--- src/rtl/kwdt_pkg.sv ---
package kwdt_pkg;
   localparam int unsigned WORD_W = 32;
   // register offsets, decoded by the bus neighbour
   localparam logic [7:0] OFS_CTL  = 8'h10;
   localparam logic [7:0] OFS_CFG  = 8'h14;
   localparam logic [7:0] OFS_MODE = 8'h18;
   // access keys
   localparam logic [11:0] KICK_KEY = 12'hA57;
   localparam logic [15:0] GATE_KEY = 16'h16AA;
   // field positions
   localparam int unsigned ACT_RST_BIT = 0;
   localparam int unsigned ACT_IRQ_BIT = 1;
   localparam int unsigned CLR_BIT     = 8;
   // longest timeout in ticks
   localparam int unsigned MS_MAX = 16000;
   localparam int unsigned MS_MIN = 500;
   localparam int unsigned CNT_W  = $clog2(MS_MAX + 1);
   typedef logic [1:0] act_t;
   typedef logic [3:0] code_t;
endpackage

--- src/rtl/kwdt_regs.sv ---
module kwdt_regs
   import kwdt_pkg::*;
#(
   parameter int unsigned ADDR_W = 8
) (
   input  logic              clk,
   input  logic              rst_n,
   input  logic              sel,
   input  logic              we,
   input  logic [ADDR_W-1:0] addr,
   input  logic [WORD_W-1:0] wdata,
   input  logic              irq_set,
   output logic [WORD_W-1:0] rdata,
   output logic              en,
   output code_t             code,
   output code_t             code_nx,
   output act_t              act,
   output logic              pend,
   output logic              arm,
   output logic              kick
);
   localparam logic [ADDR_W-1:0] A_CTL  = ADDR_W'(OFS_CTL);
   localparam logic [ADDR_W-1:0] A_CFG  = ADDR_W'(OFS_CFG);
   localparam logic [ADDR_W-1:0] A_MODE = ADDR_W'(OFS_MODE);

   logic wr, gate_ok, cfg_wr, kick_ok;
   wire  unused_bits = ^wdata[15:13];

   assign wr      = sel & we;
   assign gate_ok = (wdata[31:16] == GATE_KEY);
   assign arm     = wr & (addr == A_MODE) & gate_ok;
   assign cfg_wr  = wr & (addr == A_CFG) & gate_ok;
   assign kick_ok = wdata[0] & (wdata[12:1] == KICK_KEY);
   assign kick    = wr & (addr == A_CTL) & kick_ok & en;
   assign code_nx = arm ? wdata[7:4] : code;

   always_ff @(posedge clk or negedge rst_n) begin
      if (!rst_n) begin
         en   <= 1'b0;
         code <= '0;
      end else if (arm) begin
         en   <= wdata[0];
         code <= wdata[7:4];
      end
   end

   always_ff @(posedge clk or negedge rst_n) begin
      if (!rst_n) begin
         act <= act_t'(1);
      end else if (cfg_wr) begin
         act <= wdata[1:0];
      end
   end

   // set wins over a clear in the same cycle
   always_ff @(posedge clk or negedge rst_n) begin
      if (!rst_n) begin
         pend <= 1'b0;
      end else if (irq_set) begin
         pend <= 1'b1;
      end else if (cfg_wr && wdata[CLR_BIT]) begin
         pend <= 1'b0;
      end
   end

   always_comb begin
      rdata = '0;
      if (addr == A_MODE) begin
         rdata[7:4] = code;
         rdata[0]   = en;
      end else if (addr == A_CFG) begin
         rdata[CLR_BIT] = pend;
         rdata[1:0]     = act;
      end
   end
endmodule

--- src/rtl/kwdt_decode.sv ---
module kwdt_decode
   import kwdt_pkg::*;
(
   input  code_t            code,
   output logic [CNT_W-1:0] ticks
);
   int unsigned ms;
   always_comb begin
      if (code == 4'd0) begin
         ms = MS_MIN;
      end else if (code <= 4'd6) begin
         ms = 1000 * int'(code);
      end else if (code <= 4'd11) begin
         ms = 2000 * (int'(code) - 3);
      end else begin
         ms = MS_MAX;
      end
      ticks = CNT_W'(ms);
   end
endmodule

--- src/rtl/kwdt_prescale.sv ---
module kwdt_prescale #(
   parameter int unsigned TICK_CYC = 1000
) (
   input  logic clk,
   input  logic rst_n,
   input  logic run,
   input  logic clr,
   output logic tick
);
   generate
      if (TICK_CYC == 1) begin : g_direct
         wire unused_ctl = clk ^ rst_n ^ clr;
         assign tick = run;
      end else begin : g_div
         localparam int unsigned PW = $clog2(TICK_CYC);
         localparam logic [PW-1:0] LAST = PW'(TICK_CYC - 1);
         logic [PW-1:0] pre;
         assign tick = run & (pre == LAST);
         always_ff @(posedge clk or negedge rst_n) begin
            if (!rst_n) begin
               pre <= '0;
            end else if (clr || !run || tick) begin
               pre <= '0;
            end else begin
               pre <= pre + 1'b1;
            end
         end
      end
   endgenerate
endmodule

--- src/rtl/kwdt_count.sv ---
module kwdt_count
   import kwdt_pkg::*;
#(
   parameter int unsigned RST_CYC = 16
) (
   input  logic             clk,
   input  logic             rst_n,
   input  logic             en,
   input  logic             load,
   input  logic [CNT_W-1:0] load_val,
   input  logic             tick,
   input  act_t             act,
   output logic             irq_set,
   output logic             rst_pulse
);
   logic [CNT_W-1:0] cnt;
   logic             expire;

   assign expire  = en & tick & ~load & (cnt == CNT_W'(1));
   assign irq_set = expire & act[ACT_IRQ_BIT];

   always_ff @(posedge clk or negedge rst_n) begin
      if (!rst_n) begin
         cnt <= '0;
      end else if (load) begin
         cnt <= load_val;
      end else if (en && tick) begin
         cnt <= (cnt == CNT_W'(1)) ? load_val : cnt - 1'b1;
      end
   end

   generate
      if (RST_CYC == 1) begin : g_flop
         always_ff @(posedge clk or negedge rst_n) begin
            if (!rst_n) rst_pulse <= 1'b0;
            else        rst_pulse <= expire & act[ACT_RST_BIT];
         end
      end else begin : g_stretch
         localparam int unsigned RW = $clog2(RST_CYC + 1);
         logic [RW-1:0] rcnt;
         always_ff @(posedge clk or negedge rst_n) begin
            if (!rst_n) begin
               rcnt <= '0;
            end else if (expire && act[ACT_RST_BIT]) begin
               rcnt <= RW'(RST_CYC);
            end else if (rcnt != '0) begin
               rcnt <= rcnt - 1'b1;
            end
         end
         assign rst_pulse = (rcnt != '0);
      end
   endgenerate
endmodule

--- src/rtl/kwdt_top.sv ---
module kwdt_top
   import kwdt_pkg::*;
#(
   parameter int unsigned ADDR_W   = 8,
   parameter int unsigned TICK_CYC = 1000,
   parameter int unsigned RST_CYC  = 16
) (
   input  logic              clk,
   input  logic              rst_n,
   input  logic              bus_sel,
   input  logic              bus_we,
   input  logic [ADDR_W-1:0] bus_addr,
   input  logic [31:0]       bus_wdata,
   output logic [31:0]       bus_rdata,
   output logic              sys_rst_o,
   output logic              irq_o
);
   initial begin
      assert (ADDR_W >= 5 && ADDR_W <= 32) else $fatal(1, "ADDR_W out of range");
      assert (TICK_CYC >= 1) else $fatal(1, "TICK_CYC must be at least 1");
      assert (RST_CYC >= 1 && RST_CYC < MS_MIN * TICK_CYC)
         else $fatal(1, "RST_CYC must be shorter than the shortest timeout");
   end

   logic             en_w, pend_w, arm_w, kick_w, tick_w, irq_set_w;
   code_t            code_w, code_nx_w;
   act_t             act_w;
   logic [CNT_W-1:0] load_val_w;

   kwdt_regs #(.ADDR_W(ADDR_W)) u_regs (
      .clk(clk), .rst_n(rst_n), .sel(bus_sel), .we(bus_we),
      .addr(bus_addr), .wdata(bus_wdata), .irq_set(irq_set_w),
      .rdata(bus_rdata), .en(en_w), .code(code_w), .code_nx(code_nx_w),
      .act(act_w), .pend(pend_w), .arm(arm_w), .kick(kick_w)
   );

   kwdt_decode u_dec (.code(code_nx_w), .ticks(load_val_w));

   kwdt_prescale #(.TICK_CYC(TICK_CYC)) u_pre (
      .clk(clk), .rst_n(rst_n), .run(en_w), .clr(arm_w | kick_w), .tick(tick_w)
   );

   kwdt_count #(.RST_CYC(RST_CYC)) u_cnt (
      .clk(clk), .rst_n(rst_n), .en(en_w), .load(arm_w | kick_w),
      .load_val(load_val_w), .tick(tick_w), .act(act_w),
      .irq_set(irq_set_w), .rst_pulse(sys_rst_o)
   );

   assign irq_o = pend_w;
endmodule

--- config.mk ---
export PLATFORM = sky130hd
export DESIGN_NAME = kwdt_top
export DESIGN_NICKNAME = d
export VERILOG_FILES = /design/src/rtl/kwdt_pkg.sv /design/src/rtl/kwdt_regs.sv /design/src/rtl/kwdt_decode.sv /design/src/rtl/kwdt_prescale.sv /design/src/rtl/kwdt_count.sv /design/src/rtl/kwdt_top.sv
export SDC_FILE = /design/constraint.sdc
export NUM_CORES = 1
export LEC_CHECK = 0
export ABC_AREA = 1
export ABC_CLOCK_PERIOD_IN_PS = 6700
export CAP_MARGIN = 10
export CORE_MARGIN = 10
export CORE_UTILIZATION = 58
export DETAILED_ROUTE_END_ITERATION = 10
export PLACE_DENSITY = 0.86
export SETUP_SLACK_MARGIN = 0.1
export SLEW_MARGIN = 20
export SYNTH_ARGS = -nofsm -noshare
export SYNTH_HDL_FRONTEND = slang
export SYNTH_SLANG_ARGS = --single-unit
--- constraint.sdc ---
create_clock -name clk -period 6.7 [get_ports clk]
set_input_delay 1.34 -clock clk [delete_from_list [all_inputs] [get_ports clk]]
set_output_delay 1.34 -clock clk [all_outputs]
set_load 0.005 [all_outputs]
==> results.json, run 1 <==
{
  "clockPowerShare_pct": 43.0,
  "crit_path_start_kind": "input pin",
  "grt_max_degree": 38,
  "r2r_cells": 26,
  "viasPerCell": 5.16,
  "core-area_mm2": 0.00679,
  "yosys.area_share.adder_pct": 18.5,
  "critPathArrivalTime_ns": 6.33,
  "setup_viol": 0,
  "drc_errors": 0,
  "p_seq_share_pct": 47.2,
  "drv_cap": 0,
  "ys_ff_latch": 37,
  "fillers": 583,
  "grt_overflow_total": 0,
  "fin_ws_ns": 0.549,
  "tritoncts": "done",
  "hold_viol": 0,
  "die_x_um": 104,
  "netlist_instances": 557,
  "antennaDiodeCount": 0,
  "synth-xor-area-share_pct": 4.33,
  "cp.required_ns": 6.88,
  "reg2reg_to": "u_cnt.cnt[13]$_DFFE_PN0P_",
  "synth_top_family_by_area": "simple AND/OR/NAND/NOR gates",
  "path_max_fanout": 14,
  "hold_path_class": "flip-flop to flip-flop",
  "vias": 3653,
  "rsz0062_at_grt": "false",
  "cts.reportedPaths.clkPinSlew_ns": 0.08,
  "crit_slowest_cell": "clkdlybuf4s50_1",
  "min_from": "u_regs.act[1]$_DFFE_PN0P_",
  "r2r_setup_slack_ns": 2.33,
  "post_cts_buffers": 0,
  "synth-main-ff-cell": "dfrtp_1",
  "final.setup.tns_ns": 0,
  "critPathCaptureType": "flip-flop",
  "syn2layout_area_growth_pct": 15.4,
  "min_delay_worst_endpoint": "u_regs.act[1]$_DFFE_PN0P_",
  "power.internal_mw": 0.369,
  "dr.pass1.iters": 5,
  "p_sw_share_pct": 22.0,
  "grt_pass1_vias": 3711,
  "cts_hold_buffers": 0,
  "yosysWarningCount": 0,
  "relSlewSlack_pct": 53.0,
  "synth_seq_area_share_pct": 22.9,
  "grt_pass1_wl_mm": 16.6,
  "fin_nets": 707,
  "synthSimpleGateAreaFrac_pct": 31.9,
  "drv_slew": 0,
  "synth_edf_count": 0,
  "fin_skew_ns": 0.00379,
  "htreeDepth": 2,
  "ff_latch_area_um2": 927,
  "synth_mux_area_share_pct": 0,
  "place_hpwl_mm": 8.02,
  "antenna_left": 0,
  "rows": 30,
  "start_util_pct": 59.6,
  "peakVddDrop_mv": 0.0658,
  "multi_input_area_mm2": 0.00261,
  "outcome": "complete, no violations",
  "grt_usage_pct": 17.8,
  "cts_root_buf": "clkbuf_8",
  "r2r_start": "u_regs.code[1]$_DFF_PN0_",
  "p_comb_share_pct": 9.8,
  "dieHeight_um": 104,
  "syn_area_mm2": 0.00405,
  "critPathMaxStageDelay_ns": 0.51,
  "cts_resized": 0,
  "io_buffer_count": 49,
  "syn_avg_cell_area_um2": 7.27,
  "tightest_slew_ns": 0.698,
  "synth-compound-area-share_pct": 7.57,
  "drive_gt1_share_pct": 7.52,
  "boundaryPins": 78,
  "die_area_mm2": 0.0107,
  "p_leak_nw": 2.41,
  "power.total_mw": 0.473,
  "period_share_pct": 91.8,
  "wirelength_mm": 9.62,
  "p_sw_mw": 0.104,
  "cts_buffers": 5,
  "pwr_density_cell_mw_per_mm2": 101,
  "place.gp.congestion": 0.900,
  "clk_latency_ns": 0.29,
  "place_ws_ns": 0.231,
  "ys_types": 45,
  "cts.sinks": 37,
  "drtIter0Drc": 167,
  "fmax_ghz": 0.163,
  "holdPathStages": 2,
  "crit_top_cell": "nand2_1",
  "critPathKind": "input pin to flip-flop",
  "synth_async_sr_flop_share_pct": 100,
  "wl_per_cell_um": 13.6,
  "clockBufferDepth": 2,
  "min_period_ns": 6.15,
  "antenna_found_initial": 0
}
registers in the layout, indices dropped and copies added, names as in the netlist:
signal	count
u_cnt.cnt	14
u_pre.g_div.pre	10
u_cnt.g_stretch.rcnt	5
u_regs.code	4
u_regs.act	2
u_regs.en	1
u_regs.pend	1
cell usage after synthesis (3+ instances only):
cell type | number | share of area, %
nand4_1 | 11 | 1.7
nor2_1 | 51 | 4.7
o21ai_0 | 13 | 1.6
nor4_1 | 6 | 0.93
nand2_4 | 5 | 1.4
ha_1 | 39 | 12
nor3b_1 | 3 | 0.56
nand2_1 | 108 | 10
a21oi_1 | 16 | 2.0
nand2_2 | 12 | 1.9
buf_4 | 26 | 4.8
nor3_1 | 18 | 2.2
xnor2_1 | 6 | 1.3
a22oi_1 | 7 | 1.3
nor2_4 | 4 | 1.1
nand3b_1 | 3 | 0.56
dfrtp_1 | 36 | 22
xor2_1 | 14 | 3.0
fa_1 | 13 | 6.4
or2_2 | 5 | 0.77
nand3_1 | 31 | 3.8
inv_1 | 99 | 9.2
a31oi_1 | 3 | 0.46
how the worst max path moves through the flow:
| stage | from | to | slack, ns | cells after the start |
|---|---|---|---|---|
| floorplan | bus_addr[2] | u_cnt.cnt[13]$_DFFE_PN0P_ | 1.05 | 31 |
| global placement | bus_addr[3] | u_cnt.cnt[13]$_DFFE_PN0P_ | 0.37 | 32 |
| detailed placement | bus_addr[3] | u_cnt.cnt[13]$_DFFE_PN0P_ | 0.23 | 32 |
| CTS | bus_addr[3] | u_cnt.cnt[13]$_DFFE_PN0P_ | 0.55 | 32 |
| global route | bus_addr[3] | u_cnt.cnt[12]$_DFFE_PN0P_ | 0.19 | 29 |
| finish | bus_addr[3] | u_cnt.cnt[13]$_DFFE_PN0P_ | 0.55 | 32 |
routing by layer:
metal  routed length (um)  vias to the layer above  global-route usage, %
met4                  286                        0                   6.96
met5                    0                        -                      0
li1                     -                     1826                      -
met1                 3790                     1732                   19.1
met3                  320                       23                   2.60
met2                 5230                       72                   34.0
cells in the final DEF (no fill, tap or decap), types with 7 or more instances in the layout:
master / count
clkdlybuf4s50_1: 49
nand4_1: 11
conb_1: 25
inv_1: 99
nand2_1: 108
nor2_1: 51
nand2_2: 12
a21oi_1: 16
nand3_1: 31
fa_1: 13
a22oi_1: 7
o21ai_0: 13
nor3_1: 18
ha_1: 39
xor2_1: 14
dfrtp_1: 36
power by group through the flow:
stage / registers (mW) / logic, mW / clock network [mW]
after floorplan: 0.228 / 0.0246 / 0
after global placement: 0.228 / 0.0447 / 0
after detailed placement: 0.228 / 0.0457 / 0
after CTS: 0.223 / 0.0459 / 0.207
after global routing: 0.223 / 0.0515 / 0.216
final: 0.223 / 0.0462 / 0.203
area by class of cell:
class	count	share of cell area (%)
clock buffer	6	1.77
clock inverter	2	0.804
inverter	100	8.04
multi-input combinational	415	56.0
sequential	37	19.9
tap	96	2.57
timing repair buffer	52	11.0
logic make-up after synthesis:
group,Yosys count
buffers and inverters,129
AO/OA/AOI/OAI,51
flip-flops,37
XOR/XNOR,20
AND/OR/NAND/NOR,267
other,1
adder cells (fa/ha/maj),52
worst max-delay path: cells and delay by family:
kind,cells,cell delay [ns]
simple gates,19,2.00
fa+ha+maj,5,1.76
buf+inv,5,0.72
xor+xnor,2,0.29
compound gates,1,0.20
per-stage QoR:
stage / utilization (%) / hold WS [ns] / instances / area, um^2
6_report: 68.7 / 0.478 / 708 / 4670
5_1_grt: 68.7 / 0.499 / 708 / 4670
4_1_cts: 68.7 / 0.479 / 708 / 4670
3_5_place_dp: 67.0 / 0.460 / 700 / 4550
3_3_place_gp: 67.0 / 0.454 / 700 / 4550
2_1_floorplan: - / 0.433 / 581 / 4140
(Power assumes the default switching activity.)
==> inputs of run 2 (changes only) <==
--- a/config.mk
+++ b/config.mk
@@ -6,8 +6,7 @@
 export NUM_CORES = 1
 export LEC_CHECK = 0
 export ABC_AREA = 1
-export ABC_CLOCK_PERIOD_IN_PS = 6700
-export CAP_MARGIN = 10
+export ABC_CLOCK_PERIOD_IN_PS = 7400
 export CORE_MARGIN = 10
 export CORE_UTILIZATION = 58
 export DETAILED_ROUTE_END_ITERATION = 10
==> constraint.sdc (replaced) <==
create_clock -name clk -period 7.4 [get_ports clk]
set_input_delay 1.48 -clock clk [delete_from_list [all_inputs] [get_ports clk]]
set_output_delay 1.48 -clock clk [all_outputs]
set_load 0.005 [all_outputs]
==> run 2 against run 1 <==
  * Worst setup slack better by 0.49 ns
  * Largest power group unchanged
  * Sequential share of layout area is 0.18 points higher
  * Die area is the same
  * Via count barely moved
  * Worst hold slack improved by 0.0068 ns
  * Highest routed layer unchanged
==> results.json, run 2 (same netlist as run 1, synthesis figures left out) <==
{
  "syn2layout_area_growth_pct": 14.3,
  "dieHeight_um": 104,
  "r2r_start": "u_regs.code[0]$_DFF_PN0_",
  "final_common_cell": "nand2_1",
  "grt_pass1_vias": 3562,
  "path_max_fanout": 14,
  "rows": 30,
  "peakVddDrop_mv": 0.0618,
  "crit_path_start_kind": "input pin",
  "regMostFlops": "u_cnt.cnt",
  "drc_errors": 0,
  "cts.reportedPaths.clkPinSlew_ns": 0.07,
  "power.total_mw": 0.382,
  "place_ws_ns": 0.795,
  "critPathMaxStageDelay_ns": 0.51,
  "die_area_mm2": 0.0107,
  "place.gp.congestion": 0.901,
  "place_area_mm2": 0.00454,
  "fin_nets": 706,
  "drive_gt1_share_pct": 7.36,
  "crit_top_cell": "nand2_1",
  "clockBufferDepth": 2,
  "antenna_found_initial": 0,
  "tritoncts": "done",
  "r2r_cells": 27,
  "antenna_left": 0,
  "reg_top3": "u_cnt.cnt (14), u_pre.g_div.pre (10), u_cnt.g_stretch.rcnt (5)",
  "place_hpwl_mm": 7.91,
  "fin_skew_ns": 0.00422,
  "clk_latency_ns": 0.29,
  "cts_root_buf": "clkbuf_8",
  "final_cell_mix": "nand2_1 (108), inv_1 (99), nor2_1 (51)",
  "grt_max_degree": 38,
  "cp.required_ns": 7.63,
  "die_x_um": 104,
  "cts_buffers": 5,
  "fin_area_mm2": 0.00463,
  "critPathCaptureType": "flip-flop",
  "hold_path_class": "flip-flop to flip-flop",
  "r2r_setup_slack_ns": 2.96,
  "drv_cap": 0,
  "fmax_ghz": 0.157,
  "place_inst": 699,
  "core-area_mm2": 0.00679,
  "cts_resized": 0,
  "drv_slew": 0,
  "p_leak_nw": 2.39,
  "antennaDiodeCount": 0,
  "viasPerCell": 5.17,
  "finalNonFillerCells": 707,
  "io_buffer_count": 49,
  "tightest_slew_ns": 0.704,
  "largest_reg_flops": 14,
  "htreeDepth": 2,
  "pwr_density_cell_mw_per_mm2": 82.5,
  "grt_pass1_wl_mm": 16.1,
  "wirelength_mm": 9.45,
  "outcome": "complete, no violations",
  "min_period_ns": 6.36,
  "dr.pass1.iters": 5,
  "finish.utilization_pct": 68.1,
  "hold_viol": 0,
  "boundaryPins": 78,
  "whs_ns": 0.485,
  "crit_slowest_cell": "fa_1",
  "period_share_pct": 86.0,
  "fin_ws_ns": 1.04,
  "cts_hold_buffers": 0,
  "start_util_pct": 59.6,
  "critPathKind": "input pin to flip-flop",
  "drtIter0Drc": 175,
  "reg2reg_to": "u_cnt.cnt[13]$_DFFE_PN0P_",
  "setup_viol": 0,
  "endpoint": "u_cnt.cnt[13]$_DFFE_PN0P_",
  "grt_usage_pct": 17.5,
  "startpoint": "bus_addr[3]",
  "final.setup.tns_ns": 0,
  "critPathArrivalTime_ns": 6.59,
  "vias": 3656,
  "relSlewSlack_pct": 52.6,
  "rsz0062_at_grt": "false",
  "grt_overflow_total": 0,
  "post_cts_buffers": 0,
  "wl_per_cell_um": 13.4,
  "cts.sinks": 37
}
run 2: changes by cell type in the layout (fill, tap and decap cells not counted):
| cell | before | now |
|---|---|---|
| clkinv_2 | 0 | 2 |
| bufinv_16 | 1 | 0 |
| buf_4 | 3 | 2 |
| clkbuf_8 | 6 | 5 |
run 2: cell type report:
cell class              instances  area (um^2)
multi-input cells             415         2610
fillers                       593         2170
flip-flops and latches         37          927
repair buffers                 51          505
inverters                     100          375
well taps                      96          120
clock buffers                   5         68.8
clock inverters                 3         17.5
run 2: per-layer routing:
metal	GRT usage, %	share of wire, %	vias up
met5	0	0	-
met4	6.96	3.3	0
met3	3.41	4.4	22
met2	31.5	53	105
met1	19.7	39	1704
li1	-	-	1825
run 2: critical path: cells and delay by family:
kind | cells | cell delay, ns
simple gates | 19 | 2.01
fa+ha+maj | 5 | 1.78
buf+inv | 5 | 0.72
xor+xnor | 2 | 0.38
compound gates | 1 | 0.21
run 2: how the worst min path moves through the flow:
stage	slack (ns)	cells after the start	end	start
after CTS	0.49	2	u_regs.act[1]$_DFFE_PN0P_	u_regs.act[1]$_DFFE_PN0P_
after floorplan	0.43	1	u_pre.g_div.pre[0]$_DFF_PN0_	u_pre.g_div.pre[0]$_DFF_PN0_
after detailed placement	0.47	2	u_regs.act[1]$_DFFE_PN0P_	u_regs.act[1]$_DFFE_PN0P_
final	0.49	1	u_pre.g_div.pre[0]$_DFF_PN0_	u_pre.g_div.pre[0]$_DFF_PN0_
after global routing	0.51	2	u_regs.act[1]$_DFFE_PN0P_	u_regs.act[1]$_DFFE_PN0P_
after global placement	0.45	1	u_pre.g_div.pre[0]$_DFF_PN0_	u_pre.g_div.pre[0]$_DFF_PN0_
run 2: report_power, final:
part           switching [mW]  internal [mW]  leakage [nW]
sequential        0.000000109          0.202         0.477
combinational          0.0193         0.0223          1.87
clock                  0.0733         0.0649        0.0439
total                  0.0926          0.289          2.39
==> inputs of run 3 (changes only) <==
--- a/config.mk
+++ b/config.mk
@@ -7,6 +7,7 @@
 export LEC_CHECK = 0
 export ABC_AREA = 1
 export ABC_CLOCK_PERIOD_IN_PS = 7400
+export CORE_ASPECT_RATIO = 1.75
 export CORE_MARGIN = 10
 export CORE_UTILIZATION = 58
 export DETAILED_ROUTE_END_ITERATION = 10
==> run 3 against run 2 <==
  * Clock power is 110% higher
  * Via count is 4.3% higher
  * First-iteration DRC count is 100% higher
  * Design area is 2.0% higher
  * Critical endpoint unchanged
  * Highest routed layer unchanged
==> results.json, run 3 (same netlist as run 1, synthesis figures left out) <==
{
  "outcome": "complete, no violations",
  "p_leak_nw": 2.44,
  "hold_viol": 0,
  "drv_cap": 0,
  "crit_top_cell": "nand2_1",
  "place.gp.congestion": 0.861,
  "start_util_pct": 59.0,
  "regMostFlops": "u_cnt.cnt",
  "dieHeight_um": 131,
  "final.setup.tns_ns": 0,
  "antennaDiodeCount": 0,
  "setup_viol": 0,
  "cts_buffers": 5,
  "rsz0062_at_grt": "false",
  "viasPerCell": 5.48,
  "final_common_cell": "nand2_1",
  "crit_path_start_kind": "input pin",
  "path_max_fanout": 14,
  "reg_top3": "u_cnt.cnt (14), u_pre.g_div.pre (10), u_cnt.g_stretch.rcnt (5)",
  "antenna_left": 0,
  "r2r_start": "u_regs.code[0]$_DFF_PN0_",
  "place_hpwl_mm": 8.44,
  "critPathKind": "input pin to flip-flop",
  "cts_resized": 0,
  "core-area_mm2": 0.00686,
  "crit_slowest_cell": "fa_1",
  "drc_errors": 0,
  "cts_root_buf": "clkbuf_16",
  "worst-path-buf-inv": 5,
  "cts.reportedPaths.clkPinSlew_ns": 0.06,
  "pwr_density_cell_mw_per_mm2": 112,
  "cts.sinks": 37,
  "grt_overflow_total": 0,
  "hold_path_class": "flip-flop to flip-flop",
  "period_share_pct": 86.8,
  "grt_usage_pct": 19.4,
  "critPathMaxStageDelay_ns": 0.52,
  "final_cell_mix": "nand2_1 (108), inv_1 (99), nor2_1 (51)",
  "grt_pass1_vias": 4023,
  "critPathArrivalTime_ns": 6.64,
  "grt_pass1_wl_mm": 17.6,
  "syn2layout_area_growth_pct": 16.6,
  "power.total_mw": 0.530,
  "tritoncts": "done",
  "wirelength_mm": 10.6,
  "fmax_ghz": 0.156,
  "rows": 40,
  "cp_top_family": "simple AND/OR/NAND/NOR gates",
  "drtIter0Drc": 352,
  "tightest_slew_ns": 0.696,
  "relSlewSlack_pct": 53.1,
  "largest_reg_flops": 14,
  "fin_nets": 706,
  "die_x_um": 83.2,
  "cts_hold_buffers": 0,
  "startpoint": "bus_addr[3]",
  "io_buffer_count": 49,
  "peakVddDrop_mv": 0.112,
  "boundaryPins": 78,
  "critPathCaptureType": "flip-flop",
  "place_area_mm2": 0.00453,
  "clockBufferDepth": 2,
  "drive_gt1_share_pct": 7.36,
  "post_cts_buffers": 0,
  "fin_area_mm2": 0.00472,
  "clk_latency_ns": 0.29,
  "min_from": "u_pre.g_div.pre[0]$_DFF_PN0_",
  "drv_slew": 0,
  "cp.required_ns": 7.62,
  "die_area_mm2": 0.0109,
  "min_period_ns": 6.42,
  "htreeDepth": 2,
  "fin_skew_ns": 0.00756,
  "antenna_found_initial": 0,
  "grt_max_degree": 38,
  "wl_per_cell_um": 15.3,
  "vias": 3812,
  "dr.pass1.iters": 6
}
[run 3: changes by cell type in the layout (fill, tap and decap cells not counted), sizes merged]
cell	delta
bufinv	+2
clkinv	-2
clkinvlp	-1
inv	+1
[run 3: layout make-up]
class,instances,area (um^2)
Clock inverter,3,68.8
Timing Repair Buffer,51,505
Fill cell,541,2140
Clock buffer,5,125
Multi-Input combinational cell,415,2610
Tap cell,84,105
Sequential cell,37,927
Inverter,100,375
[run 3: power by group]
part           switching [mW]  internal (mW)  total, mW
clock                  0.0907          0.194      0.285
combinational          0.0199         0.0223     0.0423
sequential        0.000000117          0.202      0.202
[run 3: layer usage]
metal	share of wire [%]	track usage [%]
met1	34	17.1
met2	57	39.3
met3	3.8	2.23
met4	5.2	13.6
met5	0	0
[run 3: metrics by stage]
| step | setup slack, ns | cells | hold WS (ns) | util (%) |
|---|---|---|---|---|
| after floorplan | 1.61 | 581 | 0.433 | - |
| after global placement | 0.850 | 687 | 0.455 | 66.0 |
| after detailed placement | 0.717 | 687 | 0.468 | 66.0 |
| after CTS | 0.986 | 695 | 0.476 | 68.9 |
| after global routing | 0.632 | 695 | 0.497 | 68.9 |
| final | 0.979 | 695 | 0.471 | 68.9 |
[run 3: path summary, 6_finish.rpt]
| check | to | slack (ns) | depth (start not counted) |
|---|---|---|---|
| min in group asynchronous | u_cnt.g_stretch.rcnt[0]$_DFFE_PN0P_ | 1.63 | 2 |
| max | u_cnt.cnt[13]$_DFFE_PN0P_ | 0.98 | 32 |
| min reg2reg | u_pre.g_div.pre[0]$_DFF_PN0_ | 0.47 | 1 |
| max reg2reg | u_cnt.cnt[13]$_DFFE_PN0P_ | 2.92 | 27 |
| max in group asynchronous | u_regs.act[0]$_DFFE_PN1P_ | 5.41 | 2 |
| min | u_pre.g_div.pre[0]$_DFF_PN0_ | 0.47 | 1 |
